`src/rtl/baud_pkg.sv`:
```
package baud_pkg;
  localparam int PRE_W  = 6;
  localparam int BYTE_W = 8;
  localparam int DIV_W  = 2 * BYTE_W;

  typedef enum logic [1:0] {
    PRE_X64 = 2'd0,
    PRE_X16 = 2'd1,
    PRE_X4  = 2'd2
  } prescale_e;

  typedef struct packed {
    logic sync_mode;
    logic wide_div;
    logic fast_sel;
  } mode_t;

  function automatic prescale_e decode_mode(mode_t m);
    if (m.sync_mode)                 return PRE_X4;
    else if (m.wide_div && m.fast_sel) return PRE_X4;
    else if (m.wide_div ^ m.fast_sel)  return PRE_X16;
    else                             return PRE_X64;
  endfunction

  function automatic logic [PRE_W-1:0] prescale_term(prescale_e p);
    case (p)
      PRE_X4:  return PRE_W'(3);
      PRE_X16: return PRE_W'(15);
      default: return PRE_W'(63);
    endcase
  endfunction
endpackage

```
`src/rtl/baud_mode_dec.sv`:
```
module baud_mode_dec
  import baud_pkg::*;
(
  input  mode_t            mode,
  output logic [PRE_W-1:0] pre_term
);
  prescale_e sel;

  always_comb begin
    sel      = decode_mode(mode);
    pre_term = prescale_term(sel);
  end
endmodule

```
`src/rtl/baud_prescaler.sv`:
```
module baud_prescaler #(
  parameter int W = 6
) (
  input  logic         clk,
  input  logic         rst_n,
  input  logic         restart,
  input  logic [W-1:0] term,
  output logic         tc
);
  logic [W-1:0] cnt;

  assign tc = (cnt == term);

  always_ff @(posedge clk) begin
    if (!rst_n || restart) cnt <= '0;
    else if (tc)           cnt <= '0;
    else                   cnt <= cnt + W'(1);
  end
endmodule

```
`src/rtl/baud_divider.sv`:
```
module baud_divider #(
  parameter int W = 16
) (
  input  logic         clk,
  input  logic         rst_n,
  input  logic         restart,
  input  logic         step,
  input  logic [W-1:0] limit,
  output logic         wrap
);
  logic [W-1:0] cnt;
  logic         at_limit;

  assign at_limit = (cnt == limit);
  assign wrap     = step && at_limit;

  always_ff @(posedge clk) begin
    if (!rst_n || restart) cnt <= '0;
    else if (step)         cnt <= at_limit ? '0 : cnt + W'(1);
  end
endmodule

```
`src/rtl/baud_gen.sv`:
```
module baud_gen
  import baud_pkg::*;
(
  input  logic              clk,
  input  logic              rst_n,
  input  logic              div_hi_wr,
  input  logic              div_lo_wr,
  input  logic [BYTE_W-1:0] div_wdata,
  input  logic              wide_div,
  input  logic              fast_sel,
  input  logic              sync_mode,
  output logic              sample_en,
  output logic              baud_tick
);
  localparam int NBYTES = DIV_W / BYTE_W;

  mode_t             mode_in, mode_q;
  logic              mode_chg, restart;
  logic [NBYTES-1:0] byte_wr;
  logic [DIV_W-1:0]  div_q, div_eff;
  logic [PRE_W-1:0]  pre_term;

  assign mode_in  = '{sync_mode: sync_mode, wide_div: wide_div, fast_sel: fast_sel};
  assign mode_chg = (mode_in != mode_q);
  assign byte_wr  = {div_hi_wr, div_lo_wr};
  assign restart  = mode_chg || (|byte_wr);

  always_ff @(posedge clk) begin
    if (!rst_n) mode_q <= '0;
    else        mode_q <= mode_in;
  end

  for (genvar b = 0; b < NBYTES; b++) begin : g_div_byte
    always_ff @(posedge clk) begin
      if (!rst_n)          div_q[b*BYTE_W +: BYTE_W] <= '0;
      else if (byte_wr[b]) div_q[b*BYTE_W +: BYTE_W] <= div_wdata;
    end
  end

  assign div_eff = mode_q.wide_div ? div_q : {{(DIV_W-BYTE_W){1'b0}}, div_q[BYTE_W-1:0]};

  baud_mode_dec u_dec (
    .mode     (mode_q),
    .pre_term (pre_term)
  );

  baud_prescaler #(.W(PRE_W)) u_pre (
    .clk     (clk),
    .rst_n   (rst_n),
    .restart (restart),
    .term    (pre_term),
    .tc      (sample_en)
  );

  baud_divider #(.W(DIV_W)) u_div (
    .clk     (clk),
    .rst_n   (rst_n),
    .restart (restart),
    .step    (sample_en),
    .limit   (div_eff),
    .wrap    (baud_tick)
  );
endmodule

```
`config.mk`:
```
export PLATFORM = sky130hd
export DESIGN_NAME = baud_gen
export DESIGN_NICKNAME = d
export VERILOG_FILES = /design/src/rtl/baud_pkg.sv /design/src/rtl/baud_mode_dec.sv /design/src/rtl/baud_prescaler.sv /design/src/rtl/baud_divider.sv /design/src/rtl/baud_gen.sv
export SDC_FILE = /design/constraint.sdc
export NUM_CORES = 1
export LEC_CHECK = 0
export CAP_MARGIN = 20
export CORE_ASPECT_RATIO = 1.1
export CORE_MARGIN = 1.5
export CORE_UTILIZATION = 45
export DETAILED_ROUTE_END_ITERATION = 6
export DONT_BUFFER_PORTS = 1
export PLACE_DENSITY_LB_ADDON = 0.3
export SLEW_MARGIN = 40
export SYNTH_ARGS = -nofsm -noshare
export SYNTH_HDL_FRONTEND = slang
export SYNTH_SLANG_ARGS = --single-unit
export TNS_END_PERCENT = 5
```
`constraint.sdc`:
```
create_clock -name clk -period 3.2 [get_ports clk]
set_input_delay 0.48 -clock clk [delete_from_list [all_inputs] [get_ports clk]]
set_output_delay 0.48 -clock clk [all_outputs]
set_load 0.01 [all_outputs]
```
After elaboration in Yosys (flattened, before gate mapping). Index checks and enable logic that the tools add are counted.

Output and inout bits: 2. Word-level logic and storage cells: 28. Bits in registers: 41.

Bitwise operators: 1. Equal/unequal tests: 5. Muxes and demuxes: 6. Reduce and logical (&&, ||, !) cells: 7. Add/subtract/negate cells: 2.

Operators by type and width (count): 16-bit 2-to-1 mux (2); 16-bit by 1-bit adder with 16-bit output (second input constant) (1); 16-bit == test (1); 6-bit case mux with 2 select lines (1); 6-bit by 1-bit adder with 6-bit output (second input constant) (1); 6-bit == test (1); 2-bit 2-to-1 mux (2); 2-bit OR reduction (2); 3-bit != test (1); 2-bit by 1-bit == test with 1-bit output (second input constant) (1); 2-bit == test (second input constant) (1); 1-bit logical AND (2); 1-bit logical OR (2); 1-bit logical NOT (1); 1-bit 2-to-1 mux (1); 1-bit XOR (1).

Longest topological paths before layout. Gate-level depths: netlist of run 1.

Depth in word-level cells: 8. Mapped depth: 10. Mapped depth without buffers: 9.

By module. Synthesis of run 1 repeated with hierarchy kept, for this count alone.

Cell total of the unflattened synthesis: 219. Area total of the unflattened synthesis: 2112.0 um2.

By module, submodules not included: baud_divider (times used 1, sequential area each 320.3 um2, cells each 103, area an instance 904.6 um2); baud_gen (times used 1, sequential area each 380.4 um2, cells each 70, area an instance 783.3 um2); baud_prescaler (times used 1, sequential area each 120.1 um2, cells each 36, area an instance 349.1 um2); baud_mode_dec (times used 1, sequential area each 0.0 um2, cells each 10, area an instance 75.1 um2).

Worst setup path after synthesis of run 1. Ideal clock, no wire load.

Path type: reg-to-output. Start point: register mode_q[0] in the netlist's numbering. End point: output port baud_tick. Arrival: 2136 ps. Stages on the path, launching flop included: 10. Setup slack: 584 ps. Path buffers: 2. Cell sequence: dfxtp_1 ha_1 or2_2 ha_1 and3_1 o221ai_2 inv_1 buf_2 buf_2 and2_2.

Cells in the longest elaborated chain, start to end: 8. Elaborated cells on any way between the ends: 10.

Ends and longest elaborated chain: start, declared (RTL line baud_gen.sv:17) `mode_t mode_in, mode_q;`; start signal, assigned (RTL line baud_gen.sv:30) `else mode_q <= mode_in;`; 1-bit XOR (RTL line baud_pkg.sv:21) `else if (m.wide_div ^ m.fast_sel) return PRE_X16;`; 1-bit 2-to-1 mux (RTL line baud_pkg.sv:21); 2-bit 2-to-1 mux * (RTL line baud_pkg.sv:20) `else if (m.wide_div && m.fast_sel) return PRE_X4;`; 2-bit 2-to-1 mux * (RTL line baud_pkg.sv:19) `if (m.sync_mode) return PRE_X4;`; 2-bit by 1-bit == test with 1-bit output / 2-bit == test (equally long branches) (RTL line baud_pkg.sv:26) `case (p)`; 6-bit case mux with 2 select lines * (RTL line baud_pkg.sv:26); 6-bit == test * (RTL line baud_prescaler.sv:12) `assign tc = (cnt == term);`; net sample_en (RTL line baud_gen.sv:12) `output logic sample_en,`; 1-bit logical AND * (RTL line baud_divider.sv:15) `assign wrap = step && at_limit;`; end, declared (RTL line baud_gen.sv:13) `output logic baud_tick`.

Mark *: on every way through the listed nets, which the timed path passes. The rest lies on a longest branch.

Worst setup path in the final report of run 1.
Start point: register mode_q[1] in the netlist's numbering. End point: output port sample_en.

Cells in the longest elaborated chain, start to end: 7. Elaborated cells on any way between the ends: 9.

Ends and longest elaborated chain (RTL line): 1-bit XOR (baud_pkg.sv:21); 1-bit 2-to-1 mux (baud_pkg.sv:21); 2-bit 2-to-1 mux * (baud_pkg.sv:20); 2-bit 2-to-1 mux * (baud_pkg.sv:19); 2-bit by 1-bit == test with 1-bit output / 2-bit == test (equally long branches) (baud_pkg.sv:26); 6-bit case mux with 2 select lines * (baud_pkg.sv:26); 6-bit == test * (baud_prescaler.sv:12); end, declared (baud_gen.sv:12).

Every way passes the cells marked *; elsewhere a longest branch is shown, timed or not.

==> impl_metrics.csv, run 1 <==
group,metric,value,unit
status,outcome,"finished, final reports clean",
clock_tree,cts_tree,"done",
final_layout,layout.nets,238,
clock_tree,cts_hold_buf,0,
die,core_region_area,4587,sq um
die,rows,26,
synthesis,async_reset_ff_share,0,%
drt,num_vias,1519,
clock_tree,htreeDepth,2,
critical_path,cp-endpoint,"sample_en",
final_layout,final_design_area_no_fill,2248,sq um
critical_path,critical_path_class,"reg2out",
drt,wl,4303,um
clock_tree,cts-root-buf,"clkbuf_8",
timing,finalHoldViolCount,0,
timing,tightestPinTransition,410.2,ps
grt,gr-usage-all-layers,19.32,%
drt,drc,0,
synthesis,synth_top_area_share,38.50,%
synthesis,netlist.top_cell.by_area,"dfxtp_1",
final_layout,instances_no_fill,274,
synthesis,synth_area_leaders,"dfxtp_1, xnor2_1, mux2i_1, xor2_1, nor2b_1",
critical_path,reg2reg_to,"u_div.cnt[1]",
final_layout,area_growth,5.458,%
drt,first_pass_iters,4,
critical_path,r2r_slack,660,ps
clock_tree,clk_path_buf_depth,2,
clock_tree,clk_pin_slew,80,ps
synthesis,netlist_area,2132,sq um
power_and_ir_drop,leakage,0.0008087,uW
critical_path,critPathLaunchType,"flop",
drt,drt-initial-drc-count,65,
clock_tree,cts.sinks,41,
timing,slew-limit-headroom,72.62,%
timing,slew_violations,0,
grt,grt_antenna_before_repair,0,
die,die_w,68.63,um
place,dpl_cell_area,2175,sq um
clock_tree,cts_resized,0,
worst_hold_path,hp-class,"in2reg",
die,fp.dieH,75.19,um
power_and_ir_drop,powerDensity,408.3,nW/um^2
timing,post-route-min-period,2910,ps
final_layout,nFillCells,446,
synthesis,synth_cells,219,
synthesis,syn_nets,238,
grt,grt_pass1_wl,7251,um
drt,viasPerCell,5.544,
job,maxCapViolCount,0,
timing,setup_viol,0,
timing,max_freq,343.6,MHz
place,io_buffer_count,0,
critical_path,cp_max_fo,12,
final_layout,diodes,0,
synthesis,yosysMostFrequentCell,"dfxtp_1",
synthesis,yosys_register_bits,41,
critical_path,cp-startpoint,"mode_q[1]",
critical_path,endpoint_kind,"primary output",
synthesis,synth_common_cells,"dfxtp_1, xnor2_1, mux2i_1, nor2b_1, xor2_1",
timing,finalClockSkew,7.559,ps
grt,gr-total-overflow,0,
clock_tree,post_cts_buffers,0,
power_and_ir_drop,peakVddDrop,0.2145,mV
drt,ant_nets,0,
synthesis,yosysUniqueCellTypes,43,
place,dp.cells,268,
grt,grt_pass1_vias,1514,
drt,routedWlPerCell,15.70,um
timing,rsz0062_at_grt,"false",
place,pre_cts_ws,620.3,ps
timing,period_share,90.94,%
synthesis,synth_area_per_cell,9.735,sq um
synthesis,ys_warn_count,0,
place,place_hpwl,3095,um
timing,final.setup.tns,0,ps
grt,grt_max_degree,21,
die,io_pins,17,
timing,setup_ws,289.9,ps
synthesis,synth_seq_area_share,38.50,%
synthesis,synth_edf_count,0,
die,dieArea,5160,sq um
die,start_util,46.48,%
critical_path,cp.arrival,2430,ps
clock_tree,cts_buffers,5,
final_layout,final_layout_size_suffix_gt1_share,10.55,%
critical_path,worst-r2r-cell-count,8,
place,routabilityCongestion,0.7576,
synthesis,synth_flop_cell,"dfxtp_1",
clock_tree,clkLatencyLatePin,300,ps
critical_path,crit_required,2720,ps
critical_path,reg2reg_from,"mode_q[1]",
-- power by group --
group          switching [uW]  leakage [uW]  total, uW  internal [uW]
clock                     173     0.0000399        316            144
combinational            29.0      0.000435       63.4           34.4
sequential               14.1      0.000334        538            524
-- sequential cells by signal, summed over array words and instances (netlist names) --
name	count
u_pre.cnt	6
div_q	16
mode_q	3
u_div.cnt	16
-- logic make-up after synthesis --
| logic type | Yosys count | share of synthesized area [%] |
|---|---|---|
| compound gates | 29 | 11.21 |
| simple gates | 78 | 22.71 |
| xor+xnor | 34 | 13.97 |
| buf+inv | 17 | 3.756 |
| mux | 16 | 7.512 |
| fa+ha+maj | 4 | 2.348 |
| flops | 41 | 38.50 |
-- metrics by stage --
step	util [%]	hold WS, ps	total power, uW
2_1_floorplan	-	413.0	609.4
3_3_place_gp	47.41	423.9	611.9
3_5_place_dp	47.41	438.0	613.8
4_1_cts	49.02	289.7	929.9
5_1_grt	49.02	291.0	955.6
6_report	49.02	297.8	918.1
-- layer usage --
metal | track usage, % | vias up | wire [um]
met5 | 0 | - | 0
met4 | 8.444 | 0 | 95
met3 | 4.933 | 9 | 154
met2 | 31.30 | 20 | 2106
met1 | 24.10 | 716 | 1947
li1 | - | 774 | -
-- cells in the final DEF (no fill, tap or decap), types with 3 or more instances in the layout --
cell type  instances
nor4_1             5
clkbuf_8           5
nor3_1            10
dfxtp_1           41
ha_1               4
buf_4              4
xnor2_1           20
and3_1             3
nor2b_1           16
xor2_1            14
o21ai_0            3
and2_1             3
nand3_1            9
mux2i_1           16
a211oi_1          13
nand2_1            6
inv_1              6
nor2_1            10
-- critical path, stage by stage, from the launching register on --
cell and delay (ps):
dfxtp_1 420, ha_1 220, or2_2 290, ha_1 280, nor3_1 180, o221ai_2 130
inv_1 330, buf_4 280
-- area by class of cell --
class / instances / area [sq um] / share of cell area, %
clock buffers: 5 / 68.82 / 3.061
clock inverters: 1 / 5.005 / 0.2226
inverters: 6 / 22.52 / 1.002
multi-input cells: 161 / 1231 / 54.76
flip-flops and latches: 41 / 820.8 / 36.51
well taps: 56 / 70.07 / 3.116
repair buffers: 4 / 30.03 / 1.336
-- how the worst min path moves through the flow --
| stage | startpoint | to | cells after the start |
|---|---|---|---|
| after floorplan | u_pre.cnt[0] | u_pre.cnt[0] | 1 |
| after global placement | u_pre.cnt[0] | u_pre.cnt[0] | 1 |
| after detailed placement | u_pre.cnt[0] | u_pre.cnt[0] | 1 |
| after CTS | wide_div | mode_q[1] | 1 |
| after global routing | sync_mode | mode_q[2] | 1 |
| final | fast_sel | mode_q[0] | 1 |
No activity file was read; power rests on OpenSTA's default activity.
==> run 2: changes to the inputs <==
--- a/config.mk
+++ b/config.mk
@@ -7,7 +7,6 @@
 export LEC_CHECK = 0
 export CAP_MARGIN = 20
 export CORE_ASPECT_RATIO = 1.1
-export CORE_MARGIN = 1.5
 export CORE_UTILIZATION = 45
 export DETAILED_ROUTE_END_ITERATION = 6
 export DONT_BUFFER_PORTS = 1
==> run 2 against run 1 <==
  * Sequential power is essentially flat
  * Clock skew decreased by 1.4 ps
  * Hold slack worse by 3.3 ps
  * Die area shrank 2.8%
  * Core utilization up 2.8 points
  * Non-clock buffer count unchanged
  * Final cell count did not move
==> impl_metrics.csv, run 2 (synthesized netlist as in run 1, its figures left out) <==
group,metric,value,unit
drt,drt-initial-drc-count,69,
die,rows,25,
die,die_w,67.63,um
drt,drc,0,
drt,routedWlPerCell,15.93,um
clock_tree,cts_resized,0,
timing,finalClockSkew,6.112,ps
critical_path,critPathLaunchType,"flop",
clock_tree,cts-root-buf,"clkbuf_8",
job,maxCapViolCount,0,
die,core_region_area,4410,sq um
place,place_hpwl,3179,um
final_layout,final_cell_mix,"dfxtp_1, xnor2_1, mux2i_1, nor2b_1, xor2_1",
place,pre_cts_ws,625.0,ps
power_and_ir_drop,peakVddDrop,0.3247,mV
drt,num_vias,1531,
timing,post-route-min-period,2827,ps
grt,gr-usage-all-layers,20.33,%
die,start_util,48.34,%
critical_path,endpoint_kind,"primary output",
drt,first_pass_iters,4,
final_layout,final_common_cell,"dfxtp_1",
clock_tree,cts_hold_buf,0,
timing,max_freq,353.8,MHz
critical_path,cp.arrival,2350,ps
timing,final.setup.tns,0,ps
grt,grt_antenna_before_repair,0,
die,dieArea,5017,sq um
final_layout,multiInputGateArea,1231,sq um
grt,gr-total-overflow,0,
timing,setup_ws,373.2,ps
final_layout,final_layout_size_suffix_gt1_share,11.36,%
clock_tree,post_cts_buffers,0,
grt,grt_max_degree,21,
die,io_pins,17,
drt,viasPerCell,5.588,
status,outcome,"finished, final reports clean",
final_layout,final_design_area_no_fill,2287,sq um
final_layout,nFillCells,418,
critical_path,critical_path_class,"reg2out",
timing,rsz0062_at_grt,"false",
clock_tree,clk_pin_slew,80,ps
worst_hold_path,hp-class,"in2reg",
timing,period_share,88.34,%
final_layout,top_regs,"div_q (16), u_div.cnt (16), u_pre.cnt (6)",
clock_tree,htreeDepth,2,
place,routabilityCongestion,0.8761,
grt,grt_pass1_vias,1459,
timing,slew_violations,0,
final_layout,area_growth,7.277,%
final_layout,diodes,0,
timing,setup_viol,0,
final_layout,regArea,820.8,sq um
grt,grt_pass1_wl,7348,um
die,fp.dieH,74.19,um
power_and_ir_drop,leakage,0.0008231,uW
clock_tree,cts_buffers,5,
timing,tightestPinTransition,362.5,ps
clock_tree,cts.sinks,41,
critical_path,cp_max_fo,11,
place,io_buffer_count,0,
power_and_ir_drop,powerDensity,451.3,nW/um^2
critical_path,crit_required,2720,ps
clock_tree,cts_tree,"done",
final_layout,layout.nets,238,
power_and_ir_drop,totalPowerFinal,1032,uW
clock_tree,clkLatencyLatePin,300,ps
timing,finalHoldViolCount,0,
drt,wl,4364,um
timing,slew-limit-headroom,75.61,%
clock_tree,clk_path_buf_depth,2,
drt,ant_nets,0,
place,dpl_cell_area,2172,sq um
## run 2: cell types whose count changed in the layout (fill, tap and decap cells not counted), sizes merged
cell | previous run | this run
clkinvlp | 0 | 1
bufinv | 0 | 1
## run 2: final timing paths
kind                startpoint      endpoint  slack, ps  cells past startpoint
hold reg to reg   u_pre.cnt[0]  u_pre.cnt[0]        450                      1
setup / recovery     mode_q[1]     baud_tick        370                      7
setup reg to reg     mode_q[1]  u_div.cnt[4]        620                     10
hold / removal        wide_div     mode_q[1]        290                      1
## run 2: cell type report
cell class / count / area share [%]
multi-input cells: 161 / 53.83
well taps: 54 / 2.954
clock inverters: 3 / 2.024
clock buffers: 5 / 3.009
repair buffers: 4 / 1.313
inverters: 6 / 0.9847
flip-flops and latches: 41 / 35.89
## run 2: layer usage
| layer | routed length [um] | vias up | GRT usage [%] |
|---|---|---|---|
| met5 | 0 | - | 0 |
| li1 | - | 782 | - |
| met3 | 144 | 7 | 5.982 |
| met2 | 2054 | 19 | 31.13 |
| met4 | 91 | 0 | 8.511 |
| met1 | 2073 | 723 | 26.43 |
## run 2: per-stage QoR
stage	std cells	hold WS (ps)	util [%]
floorplan	219	413.0	-
global placement	266	425.5	49.25
detailed placement	266	432.4	49.25
CTS	274	281.8	51.86
global route	274	281.7	51.86
finish	274	294.5	51.86
## run 2: report_power, final
| group | internal, uW | switching [uW] |
|---|---|---|
| Clock | 234 | 196 |
| Sequential | 524 | 14.2 |
| Combinational | 34.5 | 29.9 |
## run 2: worst max-delay path, cell delays in order (launching register included)
cell,delay (ps)
dfxtp_1,430
ha_1,230
or2_2,290
ha_1,290
and3_1,200
o221ai_2,210
inv_1,180
and2_2,230
